==> src/rtl/tw_pkg.sv <==
package tw_pkg;
  localparam int ENT_W   = 32;
  localparam int VA_W    = 32;
  localparam int PA_W    = 36;
  localparam int LVL_W   = 2;
  localparam int FC_W    = 10;
  localparam int REF_BIT = 5;
  localparam int MOD_BIT = 6;
  localparam int PFN_LSB = 8;
  localparam int PG_SH   = 12;

  localparam logic [2:0] FT_INVALID = 3'd1;
  localparam logic [2:0] FT_XLATE   = 3'd4;

  typedef enum logic [1:0] {ET_INVALID, ET_PTR, ET_LEAF, ET_RSVD} etype_e;
  typedef enum logic [1:0] {PS_NONE, PS_4K, PS_256K, PS_16M} psize_e;
  typedef enum logic [1:0] {ST_IDLE, ST_READ, ST_WBACK, ST_FIN} wstate_e;

  // Fault word: level in [9:8], fault kind in [4:2].
  function automatic logic [FC_W-1:0] fault_code(input logic [LVL_W-1:0] lvl,
                                                 input logic [2:0] kind);
    return {lvl, 3'b000, kind, 2'b00};
  endfunction

  // Address of the context-table slot.
  function automatic logic [PA_W-1:0] root_addr(input logic [31:0] ptr,
                                                input logic [31:0] ctx);
    return {ptr, 4'b0000} + {2'b00, ctx, 2'b00};
  endfunction

  // Address of the slot read at level lvl_next, from the pointer entry above it.
  function automatic logic [PA_W-1:0] next_addr(input logic [ENT_W-1:0] ent,
                                                input logic [VA_W-1:0] va,
                                                input logic [LVL_W-1:0] lvl_next);
    logic [PA_W-1:0] base;
    logic [PA_W-1:0] idx;
    base = {ent[31:2], 2'b00, 4'b0000};
    case (lvl_next)
      2'd1:    idx = {26'b0, va[31:24], 2'b00};
      2'd2:    idx = {28'b0, va[23:18], 2'b00};
      default: idx = {28'b0, va[17:12], 2'b00};
    endcase
    return base + idx;
  endfunction

  // Physical address of a leaf found at level lvl.
  function automatic logic [PA_W-1:0] leaf_paddr(input logic [ENT_W-1:0] ent,
                                                 input logic [VA_W-1:0] va,
                                                 input logic [LVL_W-1:0] lvl);
    logic [PA_W-1:0] frame;
    logic [PA_W-1:0] offs;
    frame = {ent[ENT_W-1:PFN_LSB], {PG_SH{1'b0}}};
    case (lvl)
      2'd1:    offs = {12'b0, va[23:12], {PG_SH{1'b0}}};
      2'd2:    offs = {18'b0, va[17:12], {PG_SH{1'b0}}};
      default: offs = '0;
    endcase
    return frame + offs;
  endfunction

  function automatic psize_e leaf_size(input logic [LVL_W-1:0] lvl);
    case (lvl)
      2'd1:    return PS_16M;
      2'd2:    return PS_256K;
      2'd3:    return PS_4K;
      default: return PS_NONE;
    endcase
  endfunction
endpackage

==> src/rtl/tw_entry_dec.sv <==
module tw_entry_dec
  import tw_pkg::*;
(
  input  logic [ENT_W-1:0] entry_i,
  input  logic [LVL_W-1:0] lvl_i,
  input  logic             bus_err_i,
  output logic             descend_o,
  output logic             leaf_o,
  output logic [FC_W-1:0]  fault_o
);
  localparam logic [LVL_W-1:0] LAST_LVL = '1;
  localparam logic [LVL_W-1:0] ROOT_LVL = '0;

  etype_e ety;
  assign ety = etype_e'(entry_i[1:0]);

  always_comb begin
    descend_o = 1'b0;
    leaf_o    = 1'b0;
    fault_o   = '0;
    if (bus_err_i) begin
      fault_o = fault_code(lvl_i, FT_XLATE);
    end else begin
      case (ety)
        ET_INVALID: fault_o = fault_code(lvl_i, FT_INVALID);
        ET_RSVD:    fault_o = fault_code(lvl_i, FT_XLATE);
        ET_PTR: begin
          if (lvl_i == LAST_LVL) fault_o = fault_code(lvl_i, FT_XLATE);
          else                   descend_o = 1'b1;
        end
        default: begin
          if (lvl_i == ROOT_LVL) fault_o = fault_code(lvl_i, FT_XLATE);
          else                   leaf_o = 1'b1;
        end
      endcase
    end
  end
endmodule

==> src/rtl/tw_wb_calc.sv <==
module tw_wb_calc
  import tw_pkg::*;
(
  input  logic [ENT_W-1:0] entry_i,
  input  logic             is_write_i,
  output logic             need_o,
  output logic [ENT_W-1:0] entry_o
);
  logic miss_ref;
  logic miss_mod;

  assign miss_ref = ~entry_i[REF_BIT];
  assign miss_mod = is_write_i & ~entry_i[MOD_BIT];
  assign need_o   = miss_ref | miss_mod;

  always_comb begin
    entry_o          = entry_i;
    entry_o[REF_BIT] = 1'b1;
    if (is_write_i) entry_o[MOD_BIT] = 1'b1;
  end
endmodule

==> src/rtl/tbl_walker.sv <==
module tbl_walker
  import tw_pkg::*;
#(
  parameter int CTX_W = 8
) (
  input  logic               clk,
  input  logic               rst_n,
  input  logic               start_i,
  input  logic [VA_W-1:0]    vaddr_i,
  input  logic               is_write_i,
  input  logic [31:0]        ctx_ptr_i,
  input  logic [CTX_W-1:0]   ctx_num_i,
  output logic               busy_o,
  output logic               done_o,
  output logic [FC_W-1:0]    fault_o,
  output logic [ENT_W-1:0]   entry_o,
  output logic [PA_W-1:0]    paddr_o,
  output logic [1:0]         page_size_o,
  output logic               mem_req_o,
  output logic               mem_we_o,
  output logic [PA_W-1:0]    mem_addr_o,
  output logic [ENT_W-1:0]   mem_wdata_o,
  input  logic               mem_ack_i,
  input  logic               mem_err_i,
  input  logic [ENT_W-1:0]   mem_rdata_i
);
  wstate_e          st_q;
  logic [LVL_W-1:0] lvl_q;
  logic [PA_W-1:0]  addr_q;
  logic [PA_W-1:0]  paddr_q;
  logic [VA_W-1:0]  va_q;
  logic [ENT_W-1:0] entry_q;
  logic             wr_q;
  logic [FC_W-1:0]  fault_q;
  psize_e           size_q;

  // Named events for the sequencer and its assertions.
  logic             rd_done;
  logic             wb_done;
  logic             dec_descend;
  logic             dec_leaf;
  logic [FC_W-1:0]  dec_fault;
  logic             dec_faulted;
  logic             wb_need;
  logic [ENT_W-1:0] wb_entry;
  logic [LVL_W-1:0] lvl_nxt;

  assign rd_done     = (st_q == ST_READ)  && mem_ack_i;
  assign wb_done     = (st_q == ST_WBACK) && mem_ack_i;
  assign dec_faulted = (dec_fault != '0);
  assign lvl_nxt     = lvl_q + LVL_W'(1);

  tw_entry_dec u_dec (
    .entry_i   (mem_rdata_i),
    .lvl_i     (lvl_q),
    .bus_err_i (mem_err_i),
    .descend_o (dec_descend),
    .leaf_o    (dec_leaf),
    .fault_o   (dec_fault)
  );

  tw_wb_calc u_wb (
    .entry_i    (mem_rdata_i),
    .is_write_i (wr_q),
    .need_o     (wb_need),
    .entry_o    (wb_entry)
  );

  always_ff @(posedge clk) begin
    if (!rst_n) begin
      st_q    <= ST_IDLE;
      lvl_q   <= '0;
      addr_q  <= '0;
      paddr_q <= '0;
      va_q    <= '0;
      entry_q <= '0;
      wr_q    <= 1'b0;
      fault_q <= '0;
      size_q  <= PS_NONE;
    end else begin
      case (st_q)
        ST_IDLE: begin
          if (start_i) begin
            va_q    <= vaddr_i;
            wr_q    <= is_write_i;
            lvl_q   <= '0;
            addr_q  <= root_addr(ctx_ptr_i, 32'(ctx_num_i));
            fault_q <= '0;
            entry_q <= '0;
            paddr_q <= '0;
            size_q  <= PS_NONE;
            st_q    <= ST_READ;
          end
        end
        ST_READ: begin
          if (rd_done) begin
            entry_q <= mem_err_i ? '0 : mem_rdata_i;
            if (dec_faulted) begin
              fault_q <= dec_fault;
              st_q    <= ST_FIN;
            end else if (dec_descend) begin
              lvl_q  <= lvl_nxt;
              addr_q <= next_addr(mem_rdata_i, va_q, lvl_nxt);
            end else if (dec_leaf) begin
              paddr_q <= leaf_paddr(mem_rdata_i, va_q, lvl_q);
              size_q  <= leaf_size(lvl_q);
              if (wb_need) begin
                entry_q <= wb_entry;
                st_q    <= ST_WBACK;
              end else begin
                st_q <= ST_FIN;
              end
            end
          end
        end
        ST_WBACK: if (wb_done) st_q <= ST_FIN;
        default:  st_q <= ST_IDLE;
      endcase
    end
  end

  assign busy_o      = (st_q != ST_IDLE);
  assign done_o      = (st_q == ST_FIN);
  assign fault_o     = fault_q;
  assign entry_o     = entry_q;
  assign paddr_o     = paddr_q;
  assign page_size_o = size_q;
  assign mem_req_o   = (st_q == ST_READ) || (st_q == ST_WBACK);
  assign mem_we_o    = (st_q == ST_WBACK);
  assign mem_addr_o  = addr_q;
  assign mem_wdata_o = entry_q;

  // ---------------- assertions ----------------
  p_reset_idle_r12: assert property (@(posedge clk)
    !rst_n |=> !busy_o && !mem_req_o && fault_o == '0);

  p_first_read_r1: assert property (@(posedge clk) disable iff (!rst_n)
    $rose(busy_o) |-> mem_req_o && !mem_we_o &&
      mem_addr_o == ({$past(ctx_ptr_i), 4'b0000} + ({4'b0000, 32'($past(ctx_num_i))} << 2)));

  p_descend_r2: assert property (@(posedge clk) disable iff (!rst_n)
    rd_done && dec_descend |=> mem_req_o && !mem_we_o && lvl_q == $past(lvl_q) + LVL_W'(1));

  p_leaf_size_r3: assert property (@(posedge clk) disable iff (!rst_n)
    done_o && fault_o == '0 |-> page_size_o != 2'd0);

  p_fault_shape_r5: assert property (@(posedge clk) disable iff (!rst_n)
    done_o && fault_o != '0 |-> fault_o[1:0] == 2'b00 && fault_o[7:5] == 3'b000 &&
      (fault_o[4:2] == FT_INVALID || fault_o[4:2] == FT_XLATE) && page_size_o == 2'd0);

  p_bus_err_stop_r6: assert property (@(posedge clk) disable iff (!rst_n)
    rd_done && mem_err_i |=> done_o && !mem_req_o);

  p_wb_bits_r7: assert property (@(posedge clk) disable iff (!rst_n)
    mem_req_o && mem_we_o |-> mem_wdata_o[REF_BIT] && (!wr_q || mem_wdata_o[MOD_BIT]));

  p_done_pulse_r9: assert property (@(posedge clk) disable iff (!rst_n)
    done_o |=> !done_o && !busy_o);

  p_ignore_start_r10: assert property (@(posedge clk) disable iff (!rst_n)
    busy_o |=> $stable(va_q) && $stable(wr_q));

  p_req_stable_r11: assert property (@(posedge clk) disable iff (!rst_n)
    mem_req_o && !mem_ack_i |=> mem_req_o && $stable(mem_addr_o) && $stable(mem_we_o));
endmodule

==> config.mk <==
export PLATFORM = sky130hd
export DESIGN_NAME = tbl_walker
export DESIGN_NICKNAME = d
export VERILOG_FILES = /design/src/rtl/tw_pkg.sv /design/src/rtl/tw_entry_dec.sv /design/src/rtl/tw_wb_calc.sv /design/src/rtl/tbl_walker.sv
export SDC_FILE = /design/constraint.sdc
export NUM_CORES = 1
export LEC_CHECK = 0
export BUFFER_PORTS_ARGS = -buffer_cell sky130_fd_sc_hd__buf_2
export CAP_MARGIN = 40
export CORE_MARGIN = 3
export CORE_UTILIZATION = 51
export CTS_CLUSTER_SIZE = 16
export DETAILED_ROUTE_END_ITERATION = 12
export PLACE_DENSITY = 0.8
export SLEW_MARGIN = 0
export SYNTH_ARGS = -nofsm -noshare
export SYNTH_HDL_FRONTEND = slang
export SYNTH_SLANG_ARGS = --single-unit
==> constraint.sdc <==
create_clock -name clk -period 3.8 [get_ports clk]
set_clock_uncertainty 0.05 [all_clocks]
set_input_delay 0.38 -clock clk [delete_from_list [all_inputs] [get_ports clk]]
set_output_delay 0.38 -clock clk [all_outputs]
set_load 0.005 [all_outputs]
Word level (Yosys, flattened, before mapping)
Index checks and enable logic that the tools add are counted.

operators by class
  equal/unequal tests = 20
  mux-type cells = 66
  $lt $le $gt $ge = 0
  div/mod/pow operators = 0
  add/sub/neg operators = 4
  multipliers = 0
  bitwise logic cells = 4
  shifts and indexed selects = 0
  reductions and logical operators = 16

operators by type and width
  kind                                                  number
  two-way mux 36 bit                                    20
  two-way mux 32 bit                                    7
  case mux 36 bit (2 select lines)                      2
  adder 36 bit                                          2
  case mux 32 bit (2 select lines)                      1
  two-way mux 10 bit                                    6
  case mux 24 bit (2 select lines)                      1
  case mux 10 bit (2 select lines)                      2
  adder 36 x 10 -> 36 bit                               1
  case mux 10 bit (3 select lines)                      1
  two-way mux 2 bit                                     14
  != test 2 bit (second input constant)                 7
  equality test 2 bit (second input constant)           6
  case mux 2 bit (3 select lines)                       2
  AND reduction 5 bit                                   2
  nonzero test 10 bit                                   1
  equality test 2 x 1 -> 1 bit (second input constant)  4
  two-way mux 1 bit                                     8
  case mux 2 bit (2 select lines)                       2
  zero test 2 bit                                       3
  != test 3 bit (second input constant)                 2
  AND reduction 6 bit                                   1
  AND reduction 4 bit                                   1
  nonzero test 2 bit                                    2
  other kinds (10)                                      12

storage, ports and cells
  bits in read-only memories = 0
  output and inout port bits = 152
  memories = 0
  input bits = 110
  RAM bits = 0
  latch bits = 0
  register bits = 153

Depth between registers and ports, before layout
Gate-level depths: netlist of run 1.

  word-level depth = 16
  mapped depth = 13
  gate-level depth less buffers = 12

Modules after synthesis
From an unflattened synthesis of run 1, not the netlist that was laid out.

unflattened totals
  cells, all modules = 1135
  area total of the unflattened synthesis = 8738.4 µm²

by module, submodules not included
  module        area an instance (µm²)  seq. area each (µm²)  times used  cells each
  tbl_walker    8355.5                  2542.4                1           1081
  tw_wb_calc    251.5                   0.0                   1           35
  tw_entry_dec  131.4                   0.0                   1           19

Least setup slack after synthesis of run 1
Ideal clock, no wire load.

  path type = reg-to-reg
  start point = register lvl_q[0]
  end point = register addr_q[28], in the netlist mem_addr_o[28]
  arrival time = 2883 ps
  setup slack = 745 ps
  path buffers = 1
  cell stages (with the launch flop) = 14
  period minus slack after synthesis = 3055 ps
  cell sequence = dfxtp_1 -> inv_1 -> ha_1 -> clkbuf_1 -> nor2_1 -> a221o_1 -> ha_1 -> fa_1 -> a211oi_1 -> nor2_1 -> nand2_1 -> nor2_1 -> xor2_1 -> a221o_1

between the ends
  cells in the longest elaborated chain, start to end = 13
  elaborated cells on any way between the ends = 27
  those cells by class = add/sub (2); eq/ne (5); mux (17); reduce/logical (3)

RTL lines
  item                                                                 line               source
  start, declared                                                      tbl_walker.sv:28   logic [LVL_W-1:0] lvl_q;
  start signal, assigned                                               tbl_walker.sv:102  lvl_q <= lvl_nxt;
  adder 2 x 1 -> 2 bit                                                 tbl_walker.sv:51   assign lvl_nxt = lvl_q + LVL_W'(1);
  equality test 2 bit or equality test 2 x 1 -> 1 bit (tied branches)  tw_pkg.sv:38       case (lvl_next)
  case mux 10 bit (2 select lines)                                     tw_pkg.sv:38
  two-way mux 36 bit                                                   tbl_walker.sv:101  end else if (dec_descend) begin
  two-way mux 36 bit                                                   tbl_walker.sv:98   if (dec_faulted) begin
  two-way mux 36 bit                                                   tbl_walker.sv:96   if (rd_done) begin
  two-way mux 36 bit                                                   tbl_walker.sv:81   case (st_q)
  two-way mux 36 bit                                                   tbl_walker.sv:70   if (!rst_n) begin
  adder 36 bit                                                         tw_pkg.sv:43       return base + idx;
  two-way mux 36 bit                                                   tbl_walker.sv:101
  two-way mux 36 bit                                                   tbl_walker.sv:98
  two-way mux 36 bit                                                   tbl_walker.sv:96
  case mux 36 bit (2 select lines)                                     tbl_walker.sv:81
  end signal, assigned                                                 tbl_walker.sv:87   addr_q <= root_addr(ctx_ptr_i, 32'(ctx_num_i));
  end signal, assigned                                                 tbl_walker.sv:103  addr_q <= next_addr(mem_rdata_i, va_q, lvl_nxt);
  end, declared                                                        tbl_walker.sv:29   logic [PA_W-1:0] addr_q;

Parallel ways exist; a longest one is shown, timed or not. The select of a mux whose other input is x is not followed.
A chain may end at the register's enable or synchronous reset.

Final worst setup path of run 1
Same ends and word-level chain as after synthesis.

==> results.md, run 1 <==
- Post-synth top area cell: dfxtp_1
- Worst R2R Setup Slack: 370 ps
- Worst Path Arrival: 3680 ps
- Gates resized, CTS repair: 0
- Post-synthesis sequential area ratio: 0.3218
- Crit. End Element: flip-flop
- I/O Pins: 262
- Synth top area share: 0.3218
- Iter 0 DRT Violations: 579
- Final Hold Fails: 0
- Final cell utilization of the core: 0.6347
- Die height: 127.5 µm
- Worst-margin pin slew: 837.2 ps
- Most frequent cells after synthesis: nand2_1, dfxtp_1, a21oi_1
- DRT Wirelength: 22.95 mm
- Overall routing resource usage: 0.2742
- Drt drc: 0
- Unique masters post-synth: 67
- Crit path kind: flip-flop to flip-flop
- Worst setup path endpoint: mem_addr_o[28]$_SDFFE_PN0P_
- CTS HTree Levels: 4
- Antenna violations before repair: 0
- Vias per Instance: 5.751
- Row cnt: 43
- Initial DRT Pass Iterations: 5
- Flip-flop and latch count after synthesis: 121
- RSZ-0062 raised after global routing: false
- Initial Util: 0.5321
- Worst Path Max Fanout: 10
- Share of layout cells above drive strength 1: 0.2456
- Area contributors post-synth: dfxtp_1, nand2_1, a21oi_1, buf_4, ha_1
- Grt ovf: 0
- Antenna diodes: 0
- Post-synth ARST share: 0
- Die area: 16,260 µm²
- Routability Congestion: 0.9242
- Startpoint Class: flip-flop
- Root buffer cell: clkbuf_16
- Maximum VDD drop: 0.4421 mV
- First-pass GRT wire length: 35.43 mm
- Critical Path Source: lvl_q[0]$_SDFFE_PN0P_
- RR Endpoint: mem_addr_o[28]$_SDFFE_PN0P_
- Overall Power: 4.952 mW
- Setup tns final: 0 ps
- Core area: 14,150 µm²
- Clk sinks: 121
- Worst-path clk slew: 60 ps
- Hold buffer count at cts: 0
- Post-DP HPWL: 17.50 mm
- Max Clk Rate: 0.2917 GHz
- Status: finished clean
- Final Critical Period: 3428 ps
- HP Class: input pin to flip-flop
- Top-count cell post-synth: nand2_1
- Synth Flop Type: dfxtp_1
- Nets: 1,281
- Largest net degree at the start of global routing: 74
- Post-CTS setup buffer count: 0
- Port Buffers: 229
- EDFF count, synth: 0
- Slew margin rel.: 0.4419
- Worst-case clock buffer depth: 2
- Leak: 3.978 nW
- Min Hold Slack: 154.6 ps
- Synthesized area per cell: 7.769 µm²
- Clk Latency, worst-skew pair: 410 ps
- Area Growth Syn to Fin: 19.30%
- Power per cell area: 551.4 nW/µm²
- Inserted Clock Buffers: 17
- CP required: 4050 ps
- Critical register-to-register path startpoint: lvl_q[0]$_SDFFE_PN0P_
- Max-cap violation count: 0
- FF-to-FF path depth: 12
- Post-synthesis cell count: 969
- Slew Limit Fails: 0
- Via Count: 7,637
- Cell Area, Synth: 7528 µm²
- CTS tree: done
- Number of global-route vias before repair: 6,951
- Antenna viol nets, final: 0
- Die width: 127.5 µm
- Tcrit/Tclk final: 0.9022
- Final setup fails: 0
- Routed len/inst: 17.28 µm
- Yosys synthesis warning count: 0
==> critical path, stage by stage (launching register included) <==
cell      delay [ps]
dfxtp_1          400
inv_1            120
ha_1             310
nor2_1           320
a221o_1          260
ha_1             200
fa_1             220
a211oi_1         100
nor2_1           560
nand2_1          180
nor2_1           170
xor2_1            90
a221o_1          310
==> layer usage <==
| metal | wire [µm] | global-route usage | vias to the layer above |
|---|---|---|---|
| li1 | - | - | 3697 |
| met1 | 9343 | 0.3489 | 3542 |
| met2 | 11090 | 0.4590 | 363 |
| met3 | 2034 | 0.06605 | 35 |
| met4 | 486 | 0.08644 | 0 |
| met5 | 0 | 0 | - |
==> final cells by class <==
type | instances | area (µm²)
Fill cell | 1251 | 5169
Sequential cell | 121 | 2422
Inverter | 16 | 60.06
Clock inverter | 9 | 75.07
Timing Repair Buffer | 238 | 1214
Multi-Input combinational cell | 743 | 4514
Tap cell | 180 | 225.2
Clock buffer | 21 | 470.5
==> state kept, by name, summed over array words and instances, names as in the netlist <==
signal,flops
va_q,20
lvl_q,2
fault_o,4
page_size_o,2
st_q,2
mem_addr_o,34
wr_q,1
paddr_o,24
entry_o,32
==> how the worst min path moves through the flow <==
| stage | startpoint | endpoint | slack, ps | depth (start not counted) |
|---|---|---|---|---|
| 6_report | vaddr_i[15] | va_q[15]$_SDFFE_PN0P_ | 150 | 3 |
| 5_1_grt | vaddr_i[28] | va_q[28]$_SDFFE_PN0P_ | 150 | 3 |
| 4_1_cts | vaddr_i[30] | va_q[30]$_SDFFE_PN0P_ | 140 | 3 |
| 3_5_place_dp | paddr_o[32]$_SDFFE_PN0P_ | paddr_o[32]$_SDFFE_PN0P_ | 390 | 2 |
| 3_3_place_gp | paddr_o[29]$_SDFFE_PN0P_ | paddr_o[29]$_SDFFE_PN0P_ | 380 | 2 |
| 2_1_floorplan | va_q[18]$_SDFFE_PN0P_ | va_q[18]$_SDFFE_PN0P_ | 380 | 2 |
==> stage by stage <==
step	instances	cell area [µm²]	setup WS, ps
CTS	1328	8981	428.2
detailed placement	1298	8436	448.8
floorplan	988	7600	744.7
global placement	1297	8428	526.2
global route	1328	8981	71.41
finish	1328	8981	371.6
==> cells in the final DEF (no fill, tap or decap), types with 15 or more instances in the layout <==
cell | synthesis | final
a21oi_1 | 100 | 99
and2_1 | 24 | 24
buf_2 | 7 | 229
clkbuf_16 | 0 | 17
conb_1 | 1 | 20
dfxtp_1 | 121 | 121
ha_1 | 31 | 31
inv_1 | 16 | 15
nand2_1 | 144 | 144
nand3_1 | 62 | 62
nand4_1 | 21 | 21
nor2_1 | 56 | 55
nor3_1 | 17 | 17
o21ai_0 | 42 | 42
xnor2_1 | 35 | 35
xor2_1 | 33 | 33
==> cell families after synthesis <==
group,after synthesis,synth area share
adder cells (fa/ha/maj),34,0.05950
AO/OA/AOI/OAI,248,0.2087
flip-flops,121,0.3218
XOR/XNOR,68,0.07911
multiplexers,5,0.006648
buffers and inverters,124,0.09041
AND/OR/NAND/NOR,368,0.2333
other,1,0.0004981
==> power by group <==
part	internal, mW	leakage [nW]	switching [mW]	total (mW)
logic	0.617	2.72	1.21	1.82
registers	1.49	0.984	0.144	1.64
clock network	0.934	0.270	0.561	1.49
(Power assumes the default switching activity.)
==> inputs of run 2 (changes only) <==
--- a/config.mk
+++ b/config.mk
@@ -8,11 +8,12 @@
 export BUFFER_PORTS_ARGS = -buffer_cell sky130_fd_sc_hd__buf_2
 export CAP_MARGIN = 40
 export CORE_MARGIN = 3
-export CORE_UTILIZATION = 51
+export CORE_UTILIZATION = 53
 export CTS_CLUSTER_SIZE = 16
 export DETAILED_ROUTE_END_ITERATION = 12
-export PLACE_DENSITY = 0.8
+export PLACE_DENSITY = 0.81
 export SLEW_MARGIN = 0
 export SYNTH_ARGS = -nofsm -noshare
 export SYNTH_HDL_FRONTEND = slang
+export SYNTH_HIERARCHICAL = 1
 export SYNTH_SLANG_ARGS = --single-unit
==> run 2 against run 1 <==
- wire length is 12% higher
- area after synthesis is 16% higher
- critical path type unchanged
- hold slack worse by 12 ps
- fmax is 2.3% lower
- highest routed layer is now met5
- largest cell class unchanged
- sequential cell count is 6 higher
- non-clock buffer count is 12 higher
- critical endpoint is now paddr_o[28]$_SDFFE_PN0P_
==> results.md, run 2 <==
- Synth top area share: 0.2910 (-0.03080)
- CP required: 4060 ps (about the same)
- Worst-margin pin slew: 682.0 ps (-155.2 ps)
- Share of layout cells above drive strength 1: 0.2346 (-0.01104)
- Post-synth ARST share: 0 (unchanged)
- Overall Power: 5.245 mW (+5.9%)
- Vias per Instance: 5.767 (+0.28%)
- Initial Util: 0.5461 (+0.01408)
- HP Class: input pin to flip-flop
- Gates resized, CTS repair: 0 (unchanged)
- Most frequent cells after synthesis: nand2_1, dfxtp_1, a21oi_1
- Number of global-route vias before repair: 7,971 (+15%)
- Cell Chain, Critical Path: inv_1 > ha_1 > o21a_1 > and2_1 > ha_1 > fa_1 > a211oi_1 > o21bai_1 > a31o_2 > a31oi_2 > mux2i_1 > nand2_1
- Final Hold Fails: 0 (unchanged)
- RSZ-0062 raised after global routing: false
- Yosys synthesis warning count: 6 (+6)
- Crit path top cell by count: ha_1
- Initial DRT Pass Iterations: 5 (unchanged)
- Clk Latency, worst-skew pair: 420 ps (about the same)
- Non-Filler Instances: 1,500 (+13%)
- Final Critical Period: 3510 ps (+81.13 ps)
- Drt drc: 0 (unchanged)
- Setup tns final: 0 ps (unchanged)
- Area of the multi-input gates: 5261 µm² (+17%)
- Antenna violations before repair: 2 (+2)
- Crit. End Element: flip-flop
- Final setup fails: 0 (unchanged)
- Synth Flop Type: dfxtp_1
- CTS tree: done
- Routed len/inst: 17.08 µm (-1.2%)
- Hold buffer count at cts: 0 (unchanged)
- Die height: 134.4 µm (+5.4%)
- Cell Area, Synth: 8738 µm² (+16%)
- Final cell utilization of the core: 0.6272 (-0.007566)
- Post-synth top area cell: dfxtp_1
- Top-count cell post-synth: nand2_1
- DP Worst Slack: 349.8 ps (-99.00 ps)
- Worst stage delay on the critical path: 490 ps (-70 ps)
- Post-CTS setup buffer count: 0 (unchanged)
- CTS HTree Levels: 4 (unchanged)
- Tcrit/Tclk final: 0.9236 (+0.02135)
- Iter 0 DRT Violations: 778 (+34%)
- Port Buffers: 235 (+2.6%)
- Antenna viol nets, final: 0 (unchanged)
- Routability Congestion: 0.9017 (-2.4%)
- Power per cell area: 522.7 nW/µm² (-5.2%)
- Most frequent cells in the layout: buf_2, nand2_1, dfxtp_1
- Root buffer cell: clkbuf_16
- Status: finished clean
- Crit path kind: flip-flop to flip-flop
- Worst-case clock buffer depth: 2 (unchanged)
- Nets: 1,414 (+10%)
- Post-synthesis sequential area ratio: 0.2910 (-0.03080)
- Maximum VDD drop: 0.6643 mV (+50%)
- Clk sinks: 127 (+5.0%)
- Core area: 16,000 µm² (+13%)
- Critical-path top delay cell: a31oi_2
- Worst Path Max Fanout: 9 (-1)
- Worst-path clk slew: 60 ps (about the same)
- Max-cap violation count: 0 (unchanged)
- Max reg flops: 34 (unchanged)
- First-pass GRT wire length: 40.26 mm (+14%)
- Worst Path Arrival: 3770 ps (+90 ps)
- Area Growth Syn to Fin: 14.83%
- Via Count: 8,650 (+13%)
- Max Clk Rate: 0.2849 GHz (-2.3%)
- DRT Wirelength: 25.62 mm (+12%)
- Grt ovf: 0 (unchanged)
- Overall routing resource usage: 0.2742 (about the same)
- Row cnt: 46 (+7.0%)
- Placed Cells: 1,467 (+13%)
- Post-synthesis cell count: 1,135 (+17%)
- Commonest non-fill, non-tap cell in the layout: buf_2
- Post-DP HPWL: 19.05 mm (+8.8%)
- Largest net degree at the start of global routing: 56 (-24%)
- Slew margin rel.: 0.5426 (+0.1007)
- Unique masters post-synth: 73 (+9.0%)
- EDFF count, synth: 0 (unchanged)
- Inserted Clock Buffers: 17 (unchanged)
- Min setup slack post-route: 290.4 ps (-81.13 ps)
- Area contributors post-synth: dfxtp_1, buf_4, nand2_1, a21oi_1, ha_1
- Die area: 18,060 µm² (+11%)
- Leak: 4.323 nW (+8.7%)
- FF/Latch Area: 2542 µm² (+5.0%)
- Filler Cell Count: 1,455 (+16%)
- Flip-flop and latch count after synthesis: 127 (+5.0%)
- Die width: 134.4 µm (+5.4%)
- Slew Limit Fails: 0 (unchanged)
- I/O Pins: 262 (unchanged)
- Synthesized area per cell: 7.699 µm² (-0.90%)
- Startpoint Class: flip-flop
-- run 2: per-stage QoR --
step / hold WS, ps / area, µm²
after floorplan: 381.7 / 8806
after detailed placement: 388.5 / 9449
after CTS: 129.0 / 10030
final: 142.5 / 10030
after global routing: 139.3 / 10030
after global placement: 381.4 / 9449
-- run 2: kinds of logic (layout without fill, tap and decap cells) --
group,Yosys count,in the layout,share of synthesized area
AO/OA/AOI/OAI,286,286,0.2188
other,3,22,0.001289
flip-flops,127,127,0.2910
XOR/XNOR,49,49,0.04911
AND/OR/NAND/NOR,447,447,0.2573
buffers and inverters,175,305,0.1150
adder cells (fa/ha/maj),34,34,0.05126
multiplexers,14,14,0.01632
-- run 2: cell type report --
class	instances	share of cell area
clock inverter	14	0.01434
clock buffer	18	0.04377
multi-input combinational	851	0.5243
antenna	1	0.0002494
timing repair buffer	250	0.1284
inverter	23	0.008604
sequential	127	0.2534
tap	216	0.02693
-- run 2: where the power goes --
group          total [mW]  switching (mW)  internal, mW
combinational        1.90            1.23         0.670
clock                1.62           0.638         0.978
sequential           1.73           0.148          1.58
-- run 2: final timing paths --
path         slack (ps)  depth (start not counted)                     start                        to
max reg2reg         290                         12     lvl_q[0]$_SDFFE_PN0P_  paddr_o[28]$_SDFFE_PN0P_
max                 290                         12     lvl_q[0]$_SDFFE_PN0P_  paddr_o[28]$_SDFFE_PN0P_
min reg2reg         390                          2  paddr_o[24]$_SDFFE_PN0P_  paddr_o[24]$_SDFFE_PN0P_
min                 140                          3               vaddr_i[19]     va_q[19]$_SDFFE_PN0P_
-- run 2: worst max-delay path, delay by kind of cell, from the launching register on --
family                   cells  cell delay [ps]
adder cells (fa/ha/maj)      3             1000
buffers and inverters        1              100
AND/OR/NAND/NOR              2              230
flip-flops                   1              380
multiplexers                 1              240
AO/OA/AOI/OAI                5             1380
-- run 2: per-layer routing --
layer / global-route usage / wire length, µm
met1: 0.3479 / 10850
met2: 0.4542 / 12220
met3: 0.06414 / 1734
met4: 0.1035 / 794
met5: 0 / 21
